===== src/rtl/irq_accept_pkg.sv =====
`timescale 1ns/1ps
package irq_accept_pkg;
   typedef enum logic [1:0] {
      ACK_IDLE = 2'd0,
      ACK_WAIT = 2'd1,
      ACK_DONE = 2'd2
   } ack_state_e;

   localparam int IRQ_LEVELS_DEF  = 7;
   localparam int IRQ_VEC_W_DEF   = 8;
   localparam int IRQ_TIMEOUT_DEF = 16;
   localparam int IRQ_AUTO_DEF    = 24;
   localparam int IRQ_NEST_DEF    = 8;
endpackage


===== src/rtl/irq_level_pick.sv =====
`timescale 1ns/1ps
module irq_level_pick #(
   parameter int LEVELS         = 7,
   parameter int LVL_W          = 3,
   parameter bit TOP_UNMASKABLE = 1'b1
) (
   input  logic [LEVELS-1:0] req_i,
   input  logic [LVL_W-1:0]  mask_i,
   output logic [LVL_W-1:0]  lvl_o,
   output logic              take_o
);
   logic above;

   always_comb begin
      lvl_o = '0;
      for (int i = 0; i < LEVELS; i++) begin
         if (req_i[i]) lvl_o = LVL_W'(i + 1);
      end
   end

   assign above = (lvl_o > mask_i);

   generate
      if (TOP_UNMASKABLE) begin : g_nmi
         assign take_o = above || (lvl_o == LVL_W'(LEVELS));
      end else begin : g_plain
         assign take_o = above;
      end
   endgenerate
endmodule


===== src/rtl/irq_ack_seq.sv =====
`timescale 1ns/1ps
module irq_ack_seq
   import irq_accept_pkg::*;
#(
   parameter int LVL_W     = 3,
   parameter int VEC_W     = 8,
   parameter int TIMEOUT   = 16,
   parameter int AUTO_BASE = 24
) (
   input  logic             clk,
   input  logic             rst_n,
   input  logic             start_i,
   input  logic [LVL_W-1:0] start_lvl_i,
   input  logic [VEC_W-1:0] data_bus_i,
   input  logic             data_valid_i,
   output logic             busy_o,
   output logic             ack_o,
   output logic [LVL_W-1:0] ack_lvl_o,
   output logic             finish_o,
   output logic [LVL_W-1:0] cur_lvl_o,
   output logic             done_o,
   output logic [VEC_W-1:0] vec_o
);
   localparam int CNT_W = (TIMEOUT > 2) ? $clog2(TIMEOUT) : 1;

   ack_state_e       st;
   logic [CNT_W-1:0] cnt;
   logic [LVL_W-1:0] lvl;
   logic [VEC_W-1:0] vec;
   logic             expired;
   logic [VEC_W-1:0] auto_vec;

   assign expired  = (cnt == CNT_W'(TIMEOUT - 1));
   assign finish_o = (st == ACK_WAIT) && (data_valid_i || expired);
   assign auto_vec = VEC_W'(AUTO_BASE) + VEC_W'(lvl);

   always_ff @(posedge clk or negedge rst_n) begin
      if (!rst_n) begin
         st  <= ACK_IDLE;
         cnt <= '0;
         lvl <= '0;
         vec <= '0;
      end else begin
         case (st)
            ACK_IDLE: begin
               if (start_i) begin
                  st  <= ACK_WAIT;
                  lvl <= start_lvl_i;
                  cnt <= '0;
               end
            end
            ACK_WAIT: begin
               if (finish_o) begin
                  st  <= ACK_DONE;
                  vec <= data_valid_i ? data_bus_i : auto_vec;
               end else begin
                  cnt <= cnt + 1'b1;
               end
            end
            default: st <= ACK_IDLE;
         endcase
      end
   end

   assign busy_o    = (st != ACK_IDLE);
   assign ack_o     = (st == ACK_WAIT);
   assign ack_lvl_o = ack_o ? lvl : '0;
   assign cur_lvl_o = lvl;
   assign done_o    = (st == ACK_DONE);
   assign vec_o     = vec;
endmodule


===== src/rtl/irq_sr_keep.sv =====
`timescale 1ns/1ps
module irq_sr_keep #(
   parameter int DEPTH = 8,
   parameter int LVL_W = 3
) (
   input  logic             clk,
   input  logic             rst_n,
   input  logic             push_i,
   input  logic [LVL_W+1:0] push_sr_i,
   input  logic             pop_i,
   input  logic             enter_i,
   input  logic [LVL_W-1:0] enter_lvl_i,
   output logic             empty_o,
   output logic             load_o,
   output logic [LVL_W+1:0] new_sr_o
);
   localparam int SR_W  = LVL_W + 2;
   localparam int OCC_W = $clog2(DEPTH + 1);

   logic [SR_W-1:0]  stk [DEPTH];
   logic [OCC_W-1:0] occ;

   generate
      for (genvar g = 0; g < DEPTH; g++) begin : g_slot
         logic [SR_W-1:0] from_up;
         logic [SR_W-1:0] from_down;
         if (g == 0) begin : g_first
            assign from_up = push_sr_i;
         end else begin : g_rest
            assign from_up = stk[g-1];
         end
         if (g == DEPTH - 1) begin : g_last
            assign from_down = '0;
         end else begin : g_inner
            assign from_down = stk[g+1];
         end
         always_ff @(posedge clk or negedge rst_n) begin
            if (!rst_n)      stk[g] <= '0;
            else if (push_i) stk[g] <= from_up;
            else if (pop_i)  stk[g] <= from_down;
         end
      end
   endgenerate

   always_ff @(posedge clk or negedge rst_n) begin
      if (!rst_n) begin
         occ <= '0;
      end else if (push_i) begin
         if (occ != OCC_W'(DEPTH)) occ <= occ + 1'b1;
      end else if (pop_i) begin
         occ <= occ - 1'b1;
      end
   end

   assign empty_o = (occ == '0);

   always_ff @(posedge clk or negedge rst_n) begin
      if (!rst_n) begin
         load_o   <= 1'b0;
         new_sr_o <= '0;
      end else begin
         load_o <= 1'b0;
         if (enter_i) begin
            load_o   <= 1'b1;
            new_sr_o <= {1'b1, 1'b0, enter_lvl_i};
         end else if (pop_i) begin
            load_o   <= 1'b1;
            new_sr_o <= stk[0];
         end
      end
   end
endmodule


===== src/rtl/irq_accept_unit.sv =====
`timescale 1ns/1ps
module irq_accept_unit
   import irq_accept_pkg::*;
#(
   parameter int LEVELS    = IRQ_LEVELS_DEF,
   parameter int VEC_W     = IRQ_VEC_W_DEF,
   parameter int TIMEOUT   = IRQ_TIMEOUT_DEF,
   parameter int AUTO_BASE = IRQ_AUTO_DEF,
   parameter int NEST      = IRQ_NEST_DEF,
   parameter int LVL_W     = $clog2(LEVELS + 1),
   parameter int ADDR_W    = VEC_W + 2
) (
   input  logic              clk,
   input  logic              rst_n,
   input  logic [LEVELS-1:0] irq_i,
   input  logic              insn_done_i,
   input  logic              rte_i,
   input  logic              sr_super_i,
   input  logic              sr_trace_i,
   input  logic [LVL_W-1:0]  sr_mask_i,
   input  logic [VEC_W-1:0]  data_bus_i,
   input  logic              data_valid_i,
   output logic              ack_o,
   output logic [LVL_W-1:0]  ack_level_o,
   output logic              vec_valid_o,
   output logic [ADDR_W-1:0] vec_addr_o,
   output logic              sr_load_o,
   output logic              new_super_o,
   output logic              new_trace_o,
   output logic [LVL_W-1:0]  new_mask_o
);
   generate
      if (LEVELS < 1 || LEVELS != (1 << LVL_W) - 1) begin : g_bad_levels
         $error("LEVELS must fill the mask field exactly");
      end
      if (TIMEOUT < 2) begin : g_bad_timeout
         $error("TIMEOUT must be at least 2");
      end
      if (AUTO_BASE + LEVELS >= (1 << VEC_W)) begin : g_bad_auto
         $error("autovector range exceeds vector width");
      end
      if (NEST < 1) begin : g_bad_nest
         $error("NEST must be at least 1");
      end
   endgenerate

   logic [LVL_W-1:0] pick_lvl;
   logic             pick_take;
   logic             busy;
   logic             finish;
   logic [LVL_W-1:0] cur_lvl;
   logic [VEC_W-1:0] vec;
   logic             empty;
   logic             start;
   logic             pop;
   logic [LVL_W+1:0] new_sr;

   irq_level_pick #(
      .LEVELS         (LEVELS),
      .LVL_W          (LVL_W),
      .TOP_UNMASKABLE (1'b1)
   ) u_pick (
      .req_i  (irq_i),
      .mask_i (sr_mask_i),
      .lvl_o  (pick_lvl),
      .take_o (pick_take)
   );

   assign pop   = rte_i && !busy && !empty;
   assign start = insn_done_i && pick_take && !busy && !rte_i;

   irq_ack_seq #(
      .LVL_W     (LVL_W),
      .VEC_W     (VEC_W),
      .TIMEOUT   (TIMEOUT),
      .AUTO_BASE (AUTO_BASE)
   ) u_seq (
      .clk          (clk),
      .rst_n        (rst_n),
      .start_i      (start),
      .start_lvl_i  (pick_lvl),
      .data_bus_i   (data_bus_i),
      .data_valid_i (data_valid_i),
      .busy_o       (busy),
      .ack_o        (ack_o),
      .ack_lvl_o    (ack_level_o),
      .finish_o     (finish),
      .cur_lvl_o    (cur_lvl),
      .done_o       (vec_valid_o),
      .vec_o        (vec)
   );

   irq_sr_keep #(
      .DEPTH (NEST),
      .LVL_W (LVL_W)
   ) u_keep (
      .clk         (clk),
      .rst_n       (rst_n),
      .push_i      (start),
      .push_sr_i   ({sr_super_i, sr_trace_i, sr_mask_i}),
      .pop_i       (pop),
      .enter_i     (finish),
      .enter_lvl_i (cur_lvl),
      .empty_o     (empty),
      .load_o      (sr_load_o),
      .new_sr_o    (new_sr)
   );

   assign vec_addr_o  = {vec, 2'b00};
   assign new_super_o = new_sr[LVL_W+1];
   assign new_trace_o = new_sr[LVL_W];
   assign new_mask_o  = new_sr[LVL_W-1:0];
endmodule


===== config.mk =====
export PLATFORM = sky130hd
export DESIGN_NAME = irq_accept_unit
export DESIGN_NICKNAME = d
export VERILOG_FILES = /design/src/rtl/irq_accept_pkg.sv /design/src/rtl/irq_level_pick.sv /design/src/rtl/irq_ack_seq.sv /design/src/rtl/irq_sr_keep.sv /design/src/rtl/irq_accept_unit.sv
export SDC_FILE = /design/constraint.sdc
export NUM_CORES = 1
export LEC_CHECK = 0
export ABC_CLOCK_PERIOD_IN_PS = 7170
export BUFFER_PORTS_ARGS = -buffer_cell sky130_fd_sc_hd__buf_2
export CAP_MARGIN = 20
export CORE_MARGIN = 3
export CORE_UTILIZATION = 61
export CTS_CLUSTER_SIZE = 25
export DETAILED_ROUTE_END_ITERATION = 16
export PLACE_DENSITY_LB_ADDON = 0.15
export SKIP_LAST_GASP = 1
export SLEW_MARGIN = 0
export SYNTH_ARGS = -nofsm -noshare
export SYNTH_HDL_FRONTEND = slang
export SYNTH_HIERARCHICAL = 1
export SYNTH_SLANG_ARGS = --single-unit

===== constraint.sdc =====
create_clock -name clk -period 7.17 [get_ports clk]
set_input_delay 1.434 -clock clk [delete_from_list [all_inputs] [get_ports clk]]
set_output_delay 1.434 -clock clk [all_outputs]
set_load 0.05 [all_outputs]

==> summary.md, run 1 <==
| Metric | Value |
|---|---|
| Max Clock Skew | `roughly 0.0069 ns` |
| Die W | `about 80 µm` |
| # fillers | `383` |
| Fin crit share | `0.5759` |
| CTS tree | `built` |
| Placed cells | `between 400 and 500` |
| Post-synth top area cell | `dfrtp_1` |
| Register bit total from synthesis | `67` |
| Status | `finished clean` |
| Cell variety after synth | `slightly above 50` |
| Synth warnings | `6` |
| Pre-Repair DR Iteration Count | `4` |
| Worst Max-Slew Pin Slew | `0.7957 ns` |
| P_leak | `about 0.0018 µW` |
| Final Setup Violations | `0` |
| Starting DRT DRC Count | `~140` |
| Area grow syn2layout | `11.98%` |
| Post-route ant nets | `0` |
| Clk sink count | `67` |
| Share of cells above drive strength 1 | `0.2033` |
| GRT Overall Usage | `0.2164` |
| Worst Path Max Fanout | `19` |
| Non-filler cells in the finished layout | `roughly 430` |
| Crit path DAT | `4.36 ns` |
| VDD IR-drop max | `approximately 0.24 mV` |
| Row cnt | `26` |
| Nets | `between 300 and 400` |
| Hold Crit Class | `register to register` |
| CTS clk-pin slew, worst paths | `0.06 ns` |
| Cell Area, Synth | `3342 µm²` |
| PortBufs | `43` |
| Cts hold-fix bufs | `0` |
| Final Hold Viols | `0` |
| Crit. End Element | `register` |
| Top FF cell, synth | `dfrtp_1` |
| Largest net degree at the start of global routing | `68` |
| Post-cts gate resize count | `0` |
| Initial antenna violation count | `0` |
| Initial Util | `0.6421` |
| RSZ-0062 raised after global routing | `false` |
| Post-synthesis sequential area ratio | `0.5017` |
| Clock buffer depth | `2` |
| Vias | `~2.4k` |
| Sequential cell area | `roughly 1700 µm²` |
| Vias in the first global route | `approximately 2.3k` |
| GRT overflow | `0` |
| Ports | `46` |
| Die footprint | `6402 µm²` |
| Max-slew headroom | `0.4695` |
| Antenna Cells | `0` |
| Post-route minimum period | `4.130 ns` |
| DRC viols | `0` |
| Max-cap viol count | `0` |
| Crit path required time | `approximately 7.4 ns` |
| FMAX | `242.2 MHz` |
| Fin Setup TNS | `0 ns` |
| Routed wire per std cell | `between 10 and 15 µm` |
| Power Dens Cells | `360.2 nW/µm²` |
| Num CTS Buffers | `9` |
| Fraction of registers with async set/reset | `1.000` |
| Multi-input combinational cell area | `about 1500 µm²` |
| Post-CTS setup buffers | `0` |
| Top cells by area, synth | `dfrtp_1 (50%), mux2i_1 (12%), nand2_1 (6.4%)` |
| Clock Root Buffer | `clkbuf_8` |
| Final WL | `between 6000 and 7000 µm` |
| CTS HTree Levels | `3` |
| Startpoint Class | `primary input` |
| DR vias/cell | `around 5.6` |
| Die Height | `about 80 µm` |
| WS Path Type | `primary input to register` |
| Slew Viols, Final | `0` |
| Cells after Synth | `~320` |
| Yosys top cell area share | `0.5017` |
| Mean Syn Cell Area | `around 10 µm²` |
| Number of synthesized flops with an enable pin | `0` |
| Final HPWL DP | `a little over 4000 µm` |
| Core Area | `approximately 5200 µm²` |
| First-pass GRT wire length | `between 10000 and 15000 µm` |
| Clk Latency, worst-skew pair | `0.34 ns` |
| Final RePlAce weighted congestion | `roughly 0.8` |
[power by group]
group | internal [µW] | switching (µW)
clock | 190 | 133
sequential | 474 | 86.4
combinational | 168 | 297
[final timing paths]
check                                              start                            end  slack, ns  cells past startpoint
hold reg to reg            u_keep/g_slot[6].from_down[4]  u_keep/g_slot[6].from_down[4]       0.50                      1
max in group asynchronous                          rst_n                 u_seq/vec_o[2]       5.38                      2
min in group asynchronous                          rst_n  u_keep/g_slot[2].from_down[1]       1.27                      2
hold / removal             u_keep/g_slot[6].from_down[4]  u_keep/g_slot[6].from_down[4]       0.50                      1
setup reg to reg                             u_seq/st[0]                  u_keep/occ[3]       4.45                      7
setup / recovery                                irq_i[1]                  u_keep/occ[3]       3.04                     13
[synthesized netlist by cell type, types with 5 or more instances]
library cell / number
buf_2: 7
nor2_1: 7
dfrtp_1: 67
mux2i_1: 40
o21ai_1: 20
ha_1: 6
nand2_1: 57
buf_6: 5
inv_1: 9
nand3_1: 9
o21ai_0: 28
[state kept, by name (all words and copies together), names as in the netlist]
register,count
u_keep/g_slot.from_down,35
u_keep/g_slot.from_up,5
u_keep/load_o,1
u_keep/new_sr_o,5
u_keep/occ,4
u_seq/cnt,4
u_seq/cur_lvl_o,3
u_seq/st,2
u_seq/vec_o,8
[cells by family (layout without fill, tap and decap cells)]
family,count (synthesis),count (layout),synth area share
fa+ha+maj,7,7,0.02845
other cells,1,2,0.001122
compound gates,71,71,0.1295
flops,67,67,0.5017
xor+xnor,2,2,0.005242
buf+inv,31,72,0.05316
simple gates,99,99,0.1430
mux,44,44,0.1378
[worst max-delay path, cell delays in order]
cell	delay (ns)
buf_2	0.10
inv_1	0.04
a21oi_1	0.08
o31a_1	0.25
ha_1	0.27
a31oi_1	0.15
a2bb2oi_1	0.22
and4bb_2	0.48
inv_1	0.22
ha_1	0.38
a21oi_1	0.27
a311oi_1	0.15
nor4_1	0.31
[per-layer routing]
metal / up-vias / wire [µm] / global-route usage
li1: 1203 / - / -
met1: 1162 / 2825 / 0.2782
met2: 39 / 2918 / 0.3460
met3: 8 / 274 / 0.07562
met4: 0 / 73 / 0.06419
met5: - / 0 / 0
[cell usage in the layout, fill, tap and decap left out, drive strengths merged, types with 3 or more instances in the layout]
cell type	synthesis	routed
a21oi	3	3
a22o	4	4
a32oi	3	3
and2	3	3
buf	17	46
clkbuf	4	15
dfrtp	67	67
ha	6	6
inv	10	10
mux2	4	4
mux2i	40	40
nand2	57	57
nand3	9	9
nand4	3	3
nor2	7	7
nor2b	3	3
o21ai	48	48
[cell type report]
cell class                 instances  share of cell area
clock buffer                      15             0.04714
tap                               70             0.02340
inverter                          10             0.01003
sequential                        67              0.4480
timing repair buffer              46             0.06352
clock inverter                     1            0.008024
multi-input combinational        225              0.3999
[metrics by stage]
stage          hold WS (ns)  worst slack, ns  instance area, µm²    util  power (µW)
2_1_floorplan        0.4627            3.245                3346       -       931.5
3_3_place_gp         0.4815            2.860                3536  0.6793        1022
3_5_place_dp         0.4851            2.660                3536  0.6793        1034
4_1_cts              0.5003            3.041                3742  0.7190        1360
5_1_grt              0.5303            2.794                3742  0.7190        1432
6_report             0.4967            3.040                3742  0.7190        1348
(Power assumes the default switching activity.)
==> inputs of run 2 (changes only) <==
Settings changed: ABC_AREA set to 1, ABC_CLOCK_PERIOD_IN_PS 7170 to 3580, CORE_UTILIZATION 61 to 52.
Clock period 7.17 ns to 3.58 ns, I/O delays scaled along.
==> run 2 against run 1 <==
Global-route usage is 1.8 points lower. Utilization is 9.9 points lower. Flip-flop and latch count stayed put. Non-clock buffer count stayed put. Combinational power is 140% higher. Clock skew is 0.0026 ns higher. Sequential share of layout area is 0.11 points higher. Critical endpoint unchanged.
==> summary.md, run 2 <==
| Metric | Value |
|---|---|
| Cell variety after synth | `34 (was 51)` |
| Core Area | `6026 µm² (was 5205 µm²)` |
| Sequential Power Share | `0.394 (was 0.416)` |
| Post-synthesis sequential area ratio | `0.5066 (was 0.5017)` |
| Max-slew headroom | `0.5447 (was 0.4695)` |
| CTS clk-pin slew, worst paths | `0.08 ns (was 0.06 ns)` |
| Cts hold-fix bufs | `0 (unchanged)` |
| Row cnt | `28 (was 26)` |
| Final core utilization | `0.6196 (was 0.7190)` |
| Vias in the first global route | `2477 (was 2334)` |
| Clock Root Buffer | `clkbuf_8 (unchanged)` |
| Area grow syn2layout | `12.82% (was 11.98%)` |
| # fillers | `518 (was 383)` |
| GRT overflow | `0 (unchanged)` |
| Die footprint | `7357 µm² (was 6402 µm²)` |
| Vias | `2617 (was 2412)` |
| Clock power frac | `0.227 (was 0.239)` |
| Register bit total from synthesis | `67 (unchanged)` |
| Final WL | `6585 µm (was 6092 µm)` |
| DRC viols | `0 (unchanged)` |
| Crit path required time | `3.81 ns (was 7.40 ns)` |
| Fin Setup TNS | `0 ns (unchanged)` |
| Synth warnings | `6 (unchanged)` |
| Most frequent cells in the layout | `nand2_1 (120), dfrtp_1 (67), inv_1 (46) (was dfrtp_1 (67), nand2_1 (57), buf_2 (43))` |
| Slew Viols, Final | `0 (unchanged)` |
| DR vias/cell | `5.203 (was 5.558)` |
| Worst Path Max Fanout | `24 (was 19)` |
| Sw power | `1253 µW (was 516.0 µW)` |
| Clock buffer depth | `2 (unchanged)` |
| Final Setup Violations | `0 (unchanged)` |
| Final RePlAce weighted congestion | `0.8362 (was 0.8071)` |
| Die Height | `85.78 µm (was 80.02 µm)` |
| Hold Crit Class | `primary input to async pin (was register to register)` |
| Power Dens Cells | `797.7 nW/µm² (was 360.2 nW/µm²)` |
| Cells after Synth | `380 (was 322)` |
| Most common cell after layout, fill and taps aside | `nand2_1 (was dfrtp_1)` |
| GRT Overall Usage | `0.1983 (was 0.2164)` |
| Status | `finished clean (unchanged)` |
| FMAX | `about 350 MHz` |
| Ports | `46 (unchanged)` |
| Post-cts gate resize count | `0 (unchanged)` |
| Clk sink count | `67 (unchanged)` |
| Worst Max-Slew Pin Slew | `0.6829 ns (was 0.7957 ns)` |
| Crit path DAT | `3.08 ns (was 4.36 ns)` |
| Startpoint Class | `primary input (unchanged)` |
| Initial antenna violation count | `0 (unchanged)` |
| Routed wire per std cell | `13.09 µm (was 14.04 µm)` |
| Die W | `85.78 µm (was 80.02 µm)` |
| Initial Util | `0.5492 (was 0.6421)` |
| Yosys top cell area share | `0.5066 (was 0.5017)` |
| VDD IR-drop max | `0.3900 mV (was 0.2414 mV)` |
| CTS tree | `built (unchanged)` |
| Post-route minimum period | `around 2.9 ns` |
| Final Hold Viols | `0 (unchanged)` |
| Top FF cell, synth | `dfrtp_1 (unchanged)` |
| Post-CTS setup buffers | `0 (unchanged)` |
| P_leak | `0.001899 µW (was 0.001781 µW)` |
| Power Total | `2978 µW (was 1348 µW)` |
| Max Clock Skew | `0.009533 ns (was 0.006950 ns)` |
| Mean Syn Cell Area | `8.709 µm² (was 10.38 µm²)` |
| Crit. End Element | `register (unchanged)` |
| Fin crit share | `0.7967` |
| Top cells by area, synth | `dfrtp_1 (51%), nand2_1 (14%), inv_1 (5.2%) (was dfrtp_1 (50%), mux2i_1 (12%), nand2_1 (6.4%))` |
| RSZ-0062 raised after global routing | `false (unchanged)` |
| WS Path Type | `primary input to register (unchanged)` |
| Cell Area, Synth | `3309 µm² (was 3342 µm²)` |
| Nets | `455 (was 391)` |
| Max-cap viol count | `0 (unchanged)` |
| Count leader, synth | `nand2_1 (was dfrtp_1)` |
| Antenna Cells | `0 (unchanged)` |
| Switching part of the total | `0.4207 (was 0.3828)` |
| Num CTS Buffers | `9 (unchanged)` |
| Number of synthesized flops with an enable pin | `0 (unchanged)` |
| Post-synth top area cell | `dfrtp_1 (unchanged)` |
| Number of flip-flops in the largest register | `35 (unchanged)` |
| Fraction of registers with async set/reset | `1.000 (unchanged)` |
| Clk Latency, worst-skew pair | `0.34 ns (about the same)` |
| Final HPWL DP | `4514 µm (was 4123 µm)` |
| Largest net degree at the start of global routing | `33 (was 68)` |
| Hold WS | `0.4090 ns (was 0.4967 ns)` |
| Comb power frac | `0.379 (was 0.345)` |
| Reg2reg path depth | `12 (was 7)` |
| Post-route ant nets | `0 (unchanged)` |
| Total internal power | `1725 µW (was 831.9 µW)` |
| PortBufs | `43 (unchanged)` |
| First-pass GRT wire length | `11470 µm (was 10580 µm)` |
| Synth cell count leaders | `nand2_1 (120), dfrtp_1 (67), inv_1 (46), nand3_1 (24), nor2_1 (24) (was dfrtp_1 (67), nand2_1 (57), mux2i_1 (40), o21ai_0 (28), o21ai_1 (20))` |
| Share of cells above drive strength 1 | `0.2173 (was 0.2033)` |
| Pre-Repair DR Iteration Count | `4 (unchanged)` |
| CTS HTree Levels | `3 (unchanged)` |
| Starting DRT DRC Count | `165 (was 143)` |
-- run 2: cell count changes after synthesis, moves of 8 or more --
cell and delta:
o21ai_0 -23, o21ai_1 -18, mux2i_1 -40, nor2_1 +17, nand3_1 +15, inv_1 +37, o211ai_1 +8, o221ai_1 +16
nand2_1 +63
-- run 2: metrics by stage --
step           cells  instance area, µm²  setup slack (ns)
2_1_floorplan    381                3313            0.5055
3_3_place_gp     487                3517            0.5348
3_5_place_dp     487                3517            0.4217
4_1_cts          503                3734            0.7767
5_1_grt          503                3734            0.5102
6_report         503                3734            0.7278
-- run 2: cell type report --
class / instances / area, µm² / share of cell area
flip-flops and latches: 67 / 1677 / 0.4491
repair buffers: 46 / 237.7 / 0.06367
well taps: 75 / 93.84 / 0.02513
inverters: 56 / 222.7 / 0.05965
multi-input cells: 243 / 1286 / 0.3445
clock inverters: 7 / 92.59 / 0.02480
clock buffers: 9 / 123.9 / 0.03318
-- run 2: worst paths after layout --
check                                     from                            end  slack (ns)
worst min register to register  u_seq/vec_o[6]                 u_seq/vec_o[6]        0.48
max in group asynchronous                rst_n    u_keep/g_slot[1].from_up[1]        2.44
worst min-delay path                     rst_n  u_keep/g_slot[1].from_down[4]        0.41
worst max-delay path                  irq_i[3]                  u_keep/occ[3]        0.73
min in group clk                u_seq/vec_o[6]                 u_seq/vec_o[6]        0.48
worst max register to register     u_seq/st[0]                  u_keep/occ[3]        1.42
-- run 2: kinds of logic (layout without fill, tap and decap cells) --
logic type | Yosys count | after routing | synth area share
and+or+nand+nor | 182 | 182 | 0.2344
buffers and inverters | 71 | 118 | 0.1059
DFF | 67 | 67 | 0.5066
AOI/OAI and AO/OA | 50 | 50 | 0.1180
adders and majority gates | 7 | 7 | 0.02873
xor gates and xnor gates | 2 | 2 | 0.005294
other | 1 | 2 | 0.001133
-- run 2: routing by layer --
layer,GRT usage,share of wire
met5,0,0
met4,0.08921,0.018
met3,0.03650,0.046
met2,0.3051,0.48
met1,0.2747,0.46
-- run 2: power groups by stage --
stage | Clock (µW) | Combinational [µW] | Sequential [µW]
6_report | 677 | 1130 | 1170
4_1_cts | 702 | 1140 | 1170
3_5_place_dp | 0 | 1130 | 1180
2_1_floorplan | 0 | 663 | 1410
5_1_grt | 731 | 1260 | 1200
3_3_place_gp | 0 | 1110 | 1180
-- run 2: worst max-delay path, stage by stage --
cell     delay, ns
buf_2         0.11
nor2_1        0.14
nand3_1       0.12
ha_1          0.33
nand2_1       0.06
o21ai_0       0.16
nand2_1       0.08
nand2_1       0.06
nand2_1       0.05
nor2_2        0.21
inv_6         0.14
ha_1          0.34
or2_2         0.30
nand2_1       0.08
nand2_1       0.05
nand3_1       0.07
nand2_1       0.05
